[config.mk]
export PLATFORM = sky130hd
export DESIGN_NAME = led_scan_spi
export DESIGN_NICKNAME = d
export VERILOG_FILES = /design/src/rtl/led_scan_pkg.sv /design/src/rtl/scan_tick_gen.sv /design/src/rtl/col_frame_mem.sv /design/src/rtl/spi_word_tx.sv /design/src/rtl/led_scan_spi.sv
export SDC_FILE = /design/constraint.sdc
export NUM_CORES = 1
export LEC_CHECK = 0
export BUFFER_PORTS_ARGS = -buffer_cell sky130_fd_sc_hd__buf_2
export CAP_MARGIN = 20
export CORE_AREA = 2 2 151 153
export DETAILED_ROUTE_END_ITERATION = 6
export DIE_AREA = 0 0 153 155
export HOLD_SLACK_MARGIN = 0.06
export PLACE_DENSITY = 0.8
export SLEW_MARGIN = 20
export SYNTH_ARGS = -nofsm -noshare
export SYNTH_HDL_FRONTEND = slang
export SYNTH_SLANG_ARGS = --single-unit
[constraint.sdc]
create_clock -name clk -period 2.4 [get_ports clk]
set_input_delay 0.12 -clock clk [delete_from_list [all_inputs] [get_ports clk]]
set_output_delay 0.12 -clock clk [all_outputs]
set_load 0.02 [all_outputs]
[src/rtl/led_scan_pkg.sv]
package led_scan_pkg;

    localparam int COL_N  = 15;
    localparam int ROW_N  = 14;
    localparam int PAD_N  = 3;
    localparam int WORD_W = PAD_N + COL_N + ROW_N;
    localparam int COL_AW = $clog2(COL_N + 1);

    typedef struct packed {
        logic [PAD_N-1:0] pad;
        logic [COL_N-1:0] col_sel;
        logic [ROW_N-1:0] rows;
    } scan_word_t;

    function automatic logic [COL_N-1:0] col_onehot(input logic [COL_AW-1:0] idx);
        logic [COL_N-1:0] v;
        v = '0;
        for (int i = 0; i < COL_N; i++) begin
            if (idx == COL_AW'(i)) v[i] = 1'b1;
        end
        return v;
    endfunction

    function automatic scan_word_t build_word(input logic [COL_AW-1:0] idx,
                                              input logic [ROW_N-1:0]  rows);
        scan_word_t w;
        w.pad     = '0;
        w.col_sel = col_onehot(idx);
        w.rows    = rows;
        return w;
    endfunction

endpackage

[src/rtl/scan_tick_gen.sv]
module scan_tick_gen #(
    parameter int DIV = 6667
) (
    input  logic clk,
    input  logic rst,
    output logic tick
);
    localparam int CW = (DIV > 1) ? $clog2(DIV) : 1;

    logic [CW-1:0] cnt;

    always_ff @(posedge clk) begin
        if (rst) begin
            cnt  <= '0;
            tick <= 1'b0;
        end else if (cnt == CW'(DIV - 1)) begin
            cnt  <= '0;
            tick <= 1'b1;
        end else begin
            cnt  <= cnt + 1'b1;
            tick <= 1'b0;
        end
    end
endmodule

[src/rtl/col_frame_mem.sv]
module col_frame_mem
    import led_scan_pkg::*;
(
    input  logic              clk,
    input  logic              rst,
    input  logic              wr_en,
    input  logic [COL_AW-1:0] wr_addr,
    input  logic [ROW_N-1:0]  wr_data,
    input  logic [COL_AW-1:0] rd_addr,
    output logic [ROW_N-1:0]  rd_data
);
    logic [ROW_N-1:0] entry [COL_N];

    for (genvar e = 0; e < COL_N; e++) begin : g_entry
        always_ff @(posedge clk) begin
            if (rst) begin
                entry[e] <= '0;
            end else if (wr_en && (wr_addr == COL_AW'(e))) begin
                entry[e] <= wr_data;
            end
        end
    end

    always_comb begin
        rd_data = '0;
        for (int i = 0; i < COL_N; i++) begin
            if (rd_addr == COL_AW'(i)) rd_data = entry[i];
        end
    end
endmodule

[src/rtl/spi_word_tx.sv]
module spi_word_tx
    import led_scan_pkg::*;
#(
    parameter int HALF = 8
) (
    input  logic              clk,
    input  logic              rst,
    input  logic              start,
    input  logic [WORD_W-1:0] word,
    output logic              busy,
    output logic              sclk,
    output logic              mosi,
    output logic              cs_n
);
    localparam int HW = (HALF > 1) ? $clog2(HALF) : 1;
    localparam int BW = $clog2(WORD_W);

    logic [WORD_W-1:0] shadow;
    logic [HW-1:0]     hcnt;
    logic [BW-1:0]     bitcnt;

    always_ff @(posedge clk) begin
        if (rst) begin
            busy   <= 1'b0;
            sclk   <= 1'b0;
            cs_n   <= 1'b1;
            shadow <= '0;
            hcnt   <= '0;
            bitcnt <= '0;
        end else if (!busy) begin
            if (start) begin
                busy   <= 1'b1;
                cs_n   <= 1'b0;
                sclk   <= 1'b0;
                shadow <= word;
                hcnt   <= '0;
                bitcnt <= '0;
            end
        end else if (hcnt == HW'(HALF - 1)) begin
            hcnt <= '0;
            if (!sclk) begin
                sclk <= 1'b1;
            end else begin
                sclk <= 1'b0;
                if (bitcnt == BW'(WORD_W - 1)) begin
                    busy <= 1'b0;
                    cs_n <= 1'b1;
                end else begin
                    bitcnt <= bitcnt + 1'b1;
                    shadow <= {shadow[WORD_W-2:0], 1'b0};
                end
            end
        end else begin
            hcnt <= hcnt + 1'b1;
        end
    end

    assign mosi = busy & shadow[WORD_W-1];
endmodule

[src/rtl/led_scan_spi.sv]
module led_scan_spi
    import led_scan_pkg::*;
#(
    parameter int TICK_DIV  = 6667,
    parameter int SCLK_HALF = 8
) (
    input  logic        clk,
    input  logic        rst,
    input  logic        wr_en,
    input  logic [3:0]  wr_addr,
    input  logic [13:0] wr_data,
    output logic        spi_sclk,
    output logic        spi_mosi,
    output logic        spi_cs_n
);
    logic              tick;
    logic              busy;
    logic              start;
    logic [COL_AW-1:0] col_idx;
    logic [ROW_N-1:0]  col_rows;
    scan_word_t        word;

    scan_tick_gen #(.DIV(TICK_DIV)) u_tick (
        .clk  (clk),
        .rst  (rst),
        .tick (tick)
    );

    col_frame_mem u_mem (
        .clk     (clk),
        .rst     (rst),
        .wr_en   (wr_en),
        .wr_addr (wr_addr),
        .wr_data (wr_data),
        .rd_addr (col_idx),
        .rd_data (col_rows)
    );

    assign start = tick & ~busy;
    assign word  = build_word(col_idx, col_rows);

    always_ff @(posedge clk) begin
        if (rst) begin
            col_idx <= '0;
        end else if (start) begin
            col_idx <= (col_idx == COL_AW'(COL_N - 1)) ? '0 : col_idx + 1'b1;
        end
    end

    spi_word_tx #(.HALF(SCLK_HALF)) u_tx (
        .clk   (clk),
        .rst   (rst),
        .start (start),
        .word  (word),
        .busy  (busy),
        .sclk  (spi_sclk),
        .mosi  (spi_mosi),
        .cs_n  (spi_cs_n)
    );
endmodule

---- After elaboration in Yosys (flattened, before gate mapping) ----
Memory sizes are Yosys's and may differ from the RTL's.
Index checks and enable logic that the tools add are counted.
word-level totals
  bits in registers ....................... 61
  RAM bits ................................ 210
  input port bits ......................... 21
  output and inout bits ................... 3
  word-level logic and storage cells ...... 209
  memories ................................ 1
cells by class
  add/sub/neg operators ................... 4
  equality and inequality tests ........... 35
  mux-type cells .......................... 120
  bitwise gates (word level) .............. 18
  reduce and logical (&&, ||, !) cells .... 22
memories
  name         words  width  rd ports  clocked after Yosys merged registers in  wr ports  line                 RTL
  u_mem.entry  15     14     15        0                                        15        col_frame_mem.sv:12  logic [ROW_N-1:0] entry [COL_N];
operator list
  cell                     number
  $mux W14                 30
  $mux W32                 5
  $mux W1                  76
  $eq A4 B4 Y1 const B     14
  $eq A4 B3 Y1 const B     8
  $mux W5                  5
  $eq A4 B2 Y1 const B     4
  $logic_and A1 B1 Y1      15
  $or A1 B1 Y1             15
  $add A13 B1 Y13 const B  1
  $eq A13 B13 Y1 const B   1
  $mux W3                  3
  $eq A4 B1 Y1 const B     2
  $logic_not A4 Y1         2
  $ne A2 B2 Y1 const B     4
  $reduce_and A4 Y1        2
  $add A5 B1 Y5 const B    1
  $eq A5 B5 Y1 const B     1
  $add A4 B1 Y4 const B    1
  $mux W4                  1
  $add A3 B1 Y3 const B    1
  $eq A3 B3 Y1 const B     1
  $and A1 B1 Y1            2
  $reduce_and A2 Y1        1
  3 further kinds          3

---- Longest topological paths before layout ----
  depth after elaboration ................. 18
  depth in mapped cells ................... 10
  depth with buffers taken out ............ 8

---- Cells and area by module ----
A second synthesis with hierarchy kept.
unflattened totals
  cell total of the unflattened synthesis .. 1166
  area total of the unflattened synthesis .. 13384.1 sq um
by module, submodules not included
  module         instances  cells each  area an instance (sq um)  sequential area each (sq um)
  col_frame_mem  1          846         10296.1                   6306.0
  spi_word_tx    1          206         2152.1                    860.8
  scan_tick_gen  1          67          625.6                     280.3
  led_scan_spi   1          47          310.3                     80.1

---- Worst setup path before layout ----
No wires, ideal clock.
  path kind ............................... input to register
  from .................................... in wr_addr[2]
  to ...................................... mem u_mem.entry[0][0] (enable)
  setup time .............................. 0.408 ns
  arrival ................................. 1.785 ns
  required time ........................... 1.992 ns
  path slack .............................. 0.207 ns
  stages .................................. 3
  path buffers ............................ 1
  cell sequence ........................... or3b_1 -> clkbuf_1 -> o31ai_1
RTL lines
  item             line                 RTL
  start, declared  led_scan_spi.sv:10   input logic [3:0] wr_addr,
  end, declared    col_frame_mem.sv:12

---- Final worst setup path ----
  from .................................... reg col_idx[2]
  to ...................................... reg u_tx.shadow[2]
on the way
  word-level cells in the longest chain between the ends .. 18
  elaborated cells between the ends (all ways) .. 32
  those cells by class .................... eq/ne: 14; mux: 17; reduce/logical: 1
ends and longest elaborated chain
  item                     line                 RTL
  start, declared          led_scan_spi.sv:19   logic [COL_AW-1:0] col_idx;
  start signal, assigned   led_scan_spi.sv:46   col_idx <= (col_idx == COL_AW'(COL_N - 1)) ? '0 : col_idx + 1'b1;
  $logic_not A4 Y1         col_frame_mem.sv:27  if (rd_addr == COL_AW'(i)) rd_data = entry[i];
  $mux W14 (14 in series)  col_frame_mem.sv:27
  $mux W14 *               col_frame_mem.sv:27
  $mux W32 *               spi_word_tx.sv:31    if (start) begin
  $mux W32 *               spi_word_tx.sv:30    end else if (!busy) begin
  end signal, assigned     spi_word_tx.sv:35    shadow <= word;
  end signal, assigned     spi_word_tx.sv:50    shadow <= {shadow[WORD_W-2:0], 1'b0};
  end, declared            spi_word_tx.sv:18    logic [WORD_W-1:0] shadow;
Mark *: on every way between the ends. The rest lies on a longest branch, timed or not. The select of a mux whose other input is x is not followed.
A chain may end at the register's enable or synchronous reset.

==> metrics.txt <==
status finished, final reports clean; Relative slew margins 26.8%; final setup fails 0; first-pass GRT wire length 55000 um; Antenna Nets Post-Route 0; vias in the first global route 9568; H-tree levels 1; Worst-Skew Late Latency 0.55 ns; gr ovfl total 0; CTS tree built; layer with the highest usage met2; GR Util met2 49.5%; Crit-path slowest cell nor3b_1; Setup Skew 0.0168 ns; nets 1227; number of antenna violations at the first check in global routing 0; Buf/Inv on CP 1; worst path required time 2.88 ns; critical path startpoint category flop; post-synthesis cell count 1161; CP Data Arrival Time 2.80 ns; DR pass1 iterations 6; ant diodes 0; DRC Markers 0; cell chain of the critical path buf_12 -> nor3b_1 -> o21a_1 -> o211ai_1 -> a31oi_1 -> o21a_1; post-synthesis sequential area ratio 57.9%; commonest non-fill, non-tap cell in the layout and2_1; Port Buffers 23; worst vdd ir 0.000588 V; Row Count 55; critical path capture point type flop; Max FO, Critical Path 35; worst stage delay on the critical path 0.56 ns; die width 153 um; Period minus WS final 2.32 ns; Starting Density 58.5%; number of I/O pins 24; Syn Std Cell Area 0.0130 sq mm; Vias 9678; # Max-Cap Violations 0; Reg clk slew, reported paths 0.06 ns; Final Hold Fails 0; Post-DP HPWL 23500 um; setup TNS 0 ns; CP dominant cell by count o21a_1; Tot GR Track Use 29.8%; Max Freq 431 MHz; Num Clock Sinks 271; met3 Usage GRT 4.09%; most frequent cells in the layout and2_1 (211), edfxtp_1 (210), nor2_1 (88); Fill cells 1645; Yosys cell types 77; RSZ-0062 raised after global routing false; Static Leak 5.18 nW; vias per inst 6.42; global placer's final weighted congestion 0.941; routed wire length 35400 um; Post-synth EDFFs 210; fin. max-slew vios 0; Die ar. 0.0237 sq mm; YS warnings 0; P per Cell Area 691 mW/mm^2; wire per inst 23.5 um; Post-Syn Area per Cell 11.2 sq um; Yosys reg bits 271; root buffer cell clkbuf_16; Mapped Nets 1188; Num CTS Buffers 28; period utilization 96.6%; non-filler instance count after layout 1507; cell total after placement 1449; dominant synthesized flop cell edfxtp_1; share of layout cells above drive strength 1 14.4%; worst setup path category flop to flop; largest net degree at the start of global routing 43; met1 usage 40.4%; Worst-Margin Slew 1.09 ns; ys async rst share 0%; maximum root-to-sink buffer count 3; P&R area growth vs syn 13.0%; die height 155 um; Initial DRC Count 1131; core area 0.0222 sq mm; Hold Crit Class primary input to flop; delay-heaviest family, CP compound AO/OA/AOI/OAI gates
## metrics by stage
step / util (%) / setup slack (ns) / area [sq um] / hold slack, ns / power, W
after global placement: 61.6 / 0.0382 / 13700 / 0.437 / 0.00579
after detailed placement: 61.6 / 0.0139 / 13700 / 0.445 / 0.00582
after CTS: 65.9 / 0.0255 / 14700 / 0.0629 / 0.0102
after floorplan: - / 0.207 / 13000 / 0.318 / 0.00561
final: 66.1 / 0.0816 / 14700 / 0.0645 / 0.0102
after global routing: 66.1 / 0.0267 / 14700 / 0.0749 / 0.0104
## synthesized netlist by cell type, types with 10 or more instances
cell type  number  area share, %
dfxtp_1        61            9.4
a2bb2oi_1      12           0.81
clkbuf_1       53            1.5
nor3b_1        12           0.69
a21oi_1        53            2.0
nor3_1         24           0.92
nand2b_1       17           0.82
nor2b_1        13           0.63
buf_2          28            1.1
nand2_1        52            1.5
and2_1        211             10
o21ai_0        58            2.2
xor2_1         10           0.67
a211oi_1       12           0.69
o22ai_1        11           0.53
nor2_1         89            2.6
mux2i_1        20            1.5
edfxtp_1      210             48
o211ai_1       10           0.58
nand3_1        13           0.50
## timing repair
action                                  CTS  global route
endpoints found under the hold margin    13             0
pin swaps                                 0             1
setup buffers                             0             3
resized for setup                         1             3
hold buffers                              2             0
endpoints found under the setup margin    1             3
gates cloned                              0             0
## kinds of logic after synthesis
family	synth area share [%]
and+or+nand+nor	20.8
DFF	57.9
AOI/OAI and AO/OA	12.9
buffers and inverters	3.68
muxes	3.04
xor gates and xnor gates	1.08
adders and majority gates	0.577
## area by class of cell
type                    instances  area, sq um  share of cell area, %
clock inverters                15          176                   1.20
multi-input cells             784         5030                   34.2
repair buffers                104          803                   5.46
inverters                      11         41.3                  0.281
flip-flops and latches        271         7530                   51.3
well taps                     285          357                   2.43
clock buffers                  37          756                   5.14
## power breakdown
group | internal, W | leakage [nW] | switching [W]
sequential | 0.00527 | 2.51 | 0.0000734
combinational | 0.000114 | 2.22 | 0.000275
clock | 0.00264 | 0.452 | 0.00178
total | 0.00802 | 5.18 | 0.00213
## layer usage
layer	wire [um]	share of wire, %
met4	1350	3.8
met3	3220	9.1
met5	0	0
met1	14000	39
met2	16900	48
## state kept, by name (all words and copies together), names as in the netlist
signal and cells:
col_idx 4, u_mem.entry 210, u_tick.cnt 13, u_tick.tick 1, u_tx.bitcnt 5, u_tx.busy 1, u_tx.cs_n 1, u_tx.hcnt 3
u_tx.sclk 1, u_tx.shadow 32
## final timing paths
check / startpoint / end / slack (ns) / cells past startpoint
worst max-delay path: col_idx[2]$_SDFFE_PP0P_ / u_tx.shadow[2]$_SDFFE_PP0P_ / 0.08 / 6
worst min-delay path: wr_data[5] / u_mem.entry[0][19]$_SDFFCE_PN0P_ / 0.06 / 2
worst max register to register: col_idx[2]$_SDFFE_PP0P_ / u_tx.shadow[2]$_SDFFE_PP0P_ / 0.08 / 6
worst min register to register: u_tx.cs_n$_SDFFE_PP1P_ / u_tx.cs_n$_SDFFE_PP1P_ / 0.45 / 2
No activity file was read; power rests on OpenSTA's default activity.
